===== src/rtl/dep_matrix_rename.sv =====
`timescale 1ns/1ps
module dep_matrix_rename #(
  parameter int NUNITS = 4,
  parameter int NREGS  = 8,
  parameter int NSRC   = 2,
  localparam int UW    = (NUNITS > 1) ? $clog2(NUNITS) : 1
) (
  input  logic                    clk,
  input  logic                    rst_n,
  input  logic                    issue_valid,
  input  logic [UW-1:0]           issue_unit,
  input  logic [NSRC*NREGS-1:0]   issue_src,
  input  logic [NREGS-1:0]        issue_dst,
  input  logic                    wb_valid,
  input  logic [UW-1:0]           wb_unit,
  output logic [NSRC*NUNITS-1:0]  src_producer,
  output logic [NUNITS*NREGS-1:0] need_read_o,
  output logic [NUNITS*NREGS-1:0] need_write_o,
  output logic [NUNITS*NREGS-1:0] latest_o
);
  logic [NREGS-1:0] rd_q [NUNITS];
  logic [NREGS-1:0] wr_q [NUNITS];
  logic [NREGS-1:0] lw_q [NUNITS];
  logic [NREGS-1:0] src_any;

  always_comb begin
    src_any = '0;
    for (int s = 0; s < NSRC; s++) src_any = src_any | issue_src[s*NREGS +: NREGS];
  end

  for (genvar u = 0; u < NUNITS; u++) begin : g_row
    logic iss_here, wb_here;
    assign iss_here = issue_valid && (issue_unit == UW'(u));
    assign wb_here  = wb_valid && (wb_unit == UW'(u));

    always_ff @(posedge clk or negedge rst_n) begin
      if (!rst_n) begin
        rd_q[u] <= '0;
        wr_q[u] <= '0;
        lw_q[u] <= '0;
      end else if (iss_here) begin
        rd_q[u] <= src_any;
        wr_q[u] <= issue_dst;
        lw_q[u] <= issue_dst;
      end else if (wb_here) begin
        rd_q[u] <= '0;
        wr_q[u] <= '0;
        lw_q[u] <= '0;
      end else if (issue_valid) begin
        lw_q[u] <= lw_q[u] & ~issue_dst;
      end
    end

    assign need_read_o[u*NREGS +: NREGS]  = rd_q[u];
    assign need_write_o[u*NREGS +: NREGS] = wr_q[u];
    assign latest_o[u*NREGS +: NREGS]     = lw_q[u];

    for (genvar s = 0; s < NSRC; s++) begin : g_src
      assign src_producer[s*NUNITS + u] = |(issue_src[s*NREGS +: NREGS] & lw_q[u]);
    end
  end
endmodule


===== config.mk =====
export PLATFORM = sky130hd
export DESIGN_NAME = dep_matrix_rename
export DESIGN_NICKNAME = d
export VERILOG_FILES = /design/src/rtl/dep_matrix_rename.sv
export SDC_FILE = /design/constraint.sdc
export NUM_CORES = 1
export LEC_CHECK = 0
export BUFFER_PORTS_ARGS = -buffer_cell sky130_fd_sc_hd__buf_2
export CORE_MARGIN = 5
export CORE_UTILIZATION = 35
export CTS_CLUSTER_DIAMETER = 120
export DETAILED_ROUTE_END_ITERATION = 10
export GPL_ROUTABILITY_DRIVEN = 0
export GPL_TIMING_DRIVEN = 0
export SKIP_LAST_GASP = 1
export SYNTH_ARGS = -nofsm -noshare
export SYNTH_HDL_FRONTEND = slang
export SYNTH_SLANG_ARGS = --single-unit

===== constraint.sdc =====
create_clock -name clk -period 1 [get_ports clk]
set_input_delay 0.15 -clock clk [delete_from_list [all_inputs] [get_ports clk]]
set_output_delay 0.15 -clock clk [all_outputs]
set_load 0.01 [all_outputs]

==> results.toml <==
[timing]
rsz0062_at_grt = "true"
tns_ps = -9400
fin_crit_ps = 1530
setup_violations = 105
fmaxAchievable_mhz = 654
drv_slew = 0
setup_ws_ps = -529
relSlewSlack_pct = 56.3
worst_pin_slew_ps = 652
fin_skew_ps = 0
finalCritPeriodShare_pct = 153
hold_viol = 0

[drt]
via_count = 4072
drt-total-wl_microns = 15800
wl_per_cell_microns = 22.2
drtIter0Drc = 329
drc = 0
first_pass_iters = 5
avgViaCountPerCell = 5.74
final_antenna_net_count = 0

[die]
core_area_sq_um = 11400
die-area_sq_um = 13900
dieWidth_microns = 118
die_h_microns = 118
start_util_pct = 35.7
io_pins = 136
num_rows = 39

[worst_setup_path]
crit_type = "reg2out"
rr_endpoint = "latest_o[2]"
worst_setup_path_start_kind = "flop"
endpoint = "src_producer[4]"
rr_worst_depth = 3
timing.critical_path.from = "latest_o[3]"
endpoint_kind = "output port"
r2r_slack_ps = -20
cp.required_ps = 850
reg2reg_from = "latest_o[2]"
path_max_fanout = 3
critPathArrivalTime_ps = 1380

[power_and_ir_drop]
p_int_mw = 8.30
p_comb_share_pct = 25.8
p_switching_mw = 3.29
sw_frac_of_total_pct = 28.4
power_density_nw_per_um2 = 1780
peakVddDrop_mv = 1.06
p_leak_nw = 3.16
total_power_mw = 11.6
seqPwrFrac_pct = 40.5
clkPwrFrac_pct = 33.7

[synthesis]
synth_area_sq_um = 4060
ys.flop_type = "dfrtp_1"
ys_seq_area_share_pct = 59.2
ys_top_cells_by_count = "dfrtp_1, a22o_1, a22oi_1, a32o_1, o2bb2ai_1"
synth_top_area_share_pct = 59.2
yosysUniqueCellTypes = 24
synth_seq_cells = 96
syn_avg_cell_area_sq_um = 12.6
synth_area_leader_cell = "dfrtp_1"
synth-edff-count = 0
synth.area.top_cells = "dfrtp_1, a32o_1, a22o_1, o2bb2ai_1, a22oi_1"
synthArstFlopShare_pct = 100
netlist_instances = 321
syn_nets = 353
yosys_warnings = 0
yosysMostFrequentCell = "dfrtp_1"

[run_status]
violations = "setup timing"
status = "finished, violations left"

[grt]
grt_usage_pct = 21.6
grt_pass1_wl_microns = 23400
antenna_found_initial = 0
grt_pass1_vias = 4076
gr-total-overflow = 0
grt_max_degree = 72

[clocking]
cts_sinks = 96
cts_buffer_depth = 2
cts_buffers = 9
clkLatencyLatePin_ps = 340
clk_pin_slew_ps = 70
cts_root_buf = "clkbuf_16"
cts_tree = "yes"
htreeDepth = 3

[hold_path]
min_path_type = "in2reg"

[cells_and_area]
area_growth_pct = 60.3
fin_util_pct = 57.2
layout.nets = 594
diodes = 0
drive_gt1_share_pct = 57.1
stdcell_count = 710

[job]
drv_cap = 0

[placement]
io_buffers = 135
pre_cts_ws_ps = -693
place_inst = 600
dp_hpwl_microns = 10400
-- what timing repair did --
item	4_1_cts	5_1_grt
gates cloned	0	1
hold buffers	1	0
buffers inserted	66	37
pin swaps	24	9
gates resized for setup	48	68
setup endpoints to repair	184	230
endpoints found under the hold margin	25	0
-- critical path: stages (launching register included) --
cell and delay [ps]:
dfrtp_1 440, a22oi_1 210, nand4_1 190, buf_2 190
-- cells in the final DEF, fill, tap and decap left out, drive strengths merged, types with 2 or more instances in the layout --
master / count
and3b: 2
clkbuf: 27
nor2b: 6
dfrtp: 96
inv: 2
a22o: 32
nand4: 8
o2bb2ai: 32
nor2: 9
nand3b: 2
nand2: 4
a32o: 32
o21ai: 32
buf: 242
a22oi: 32
bufinv: 2
-- state kept, by name (all words and copies together), names as in the netlist --
signal and cells:
latest_o 32, need_read_o 32, need_write_o 32
-- layer usage --
metal,vias up,GRT usage [%],wire (microns)
li1,1787,-,-
met1,2045,29.3,6540
met2,210,32.0,7380
met3,30,7.16,1430
met4,0,8.10,405
met5,-,0,0
-- cells by family after synthesis --
logic type | after synthesis | synth area share, %
compound gates | 160 | 31.6
flops | 96 | 59.2
simple gates | 36 | 5.46
buf+inv | 29 | 3.79
-- through the flow --
stage | hold slack [ps] | cell area (sq um)
after floorplan | -146 | 4190
after global placement | 471 | 5040
after detailed placement | 93.0 | 5070
after CTS | 220 | 6070
after global routing | 258 | 6510
final | 246 | 6510
-- layout make-up --
class / instances / area, sq um
Buffer: 25 / 178
Multi-Input combinational cell: 196 / 1700
Sequential cell: 96 / 2420
Clock buffer: 11 / 253
Clock inverter: 5 / 86.3
Fill cell: 971 / 4860
Tap cell: 143 / 179
Timing Repair Buffer: 234 / 1690
-- power groups by stage --
| stage | Sequential, mW | Clock (mW) | Combinational (mW) |
|---|---|---|---|
| after detailed placement | 4.75 | 0 | 2.08 |
| after global routing | 4.74 | 4.10 | 3.22 |
| after CTS | 4.65 | 3.93 | 2.66 |
| final | 4.69 | 3.91 | 2.99 |
| after floorplan | 4.90 | 0 | 0.857 |
| after global placement | 4.75 | 0 | 2.04 |
-- worst min path at each step --
stage	startpoint	to	depth (start not counted)
floorplan	rst_n	latest_o[0]	0
global placement	need_read_o[25]	need_read_o[25]	1
detailed placement	rst_n	need_write_o[14]	1
CTS	issue_src[14]	need_read_o[22]	3
global route	issue_dst[7]	latest_o[31]	3
finish	issue_dst[7]	latest_o[31]	3
(Power assumes the default switching activity.)
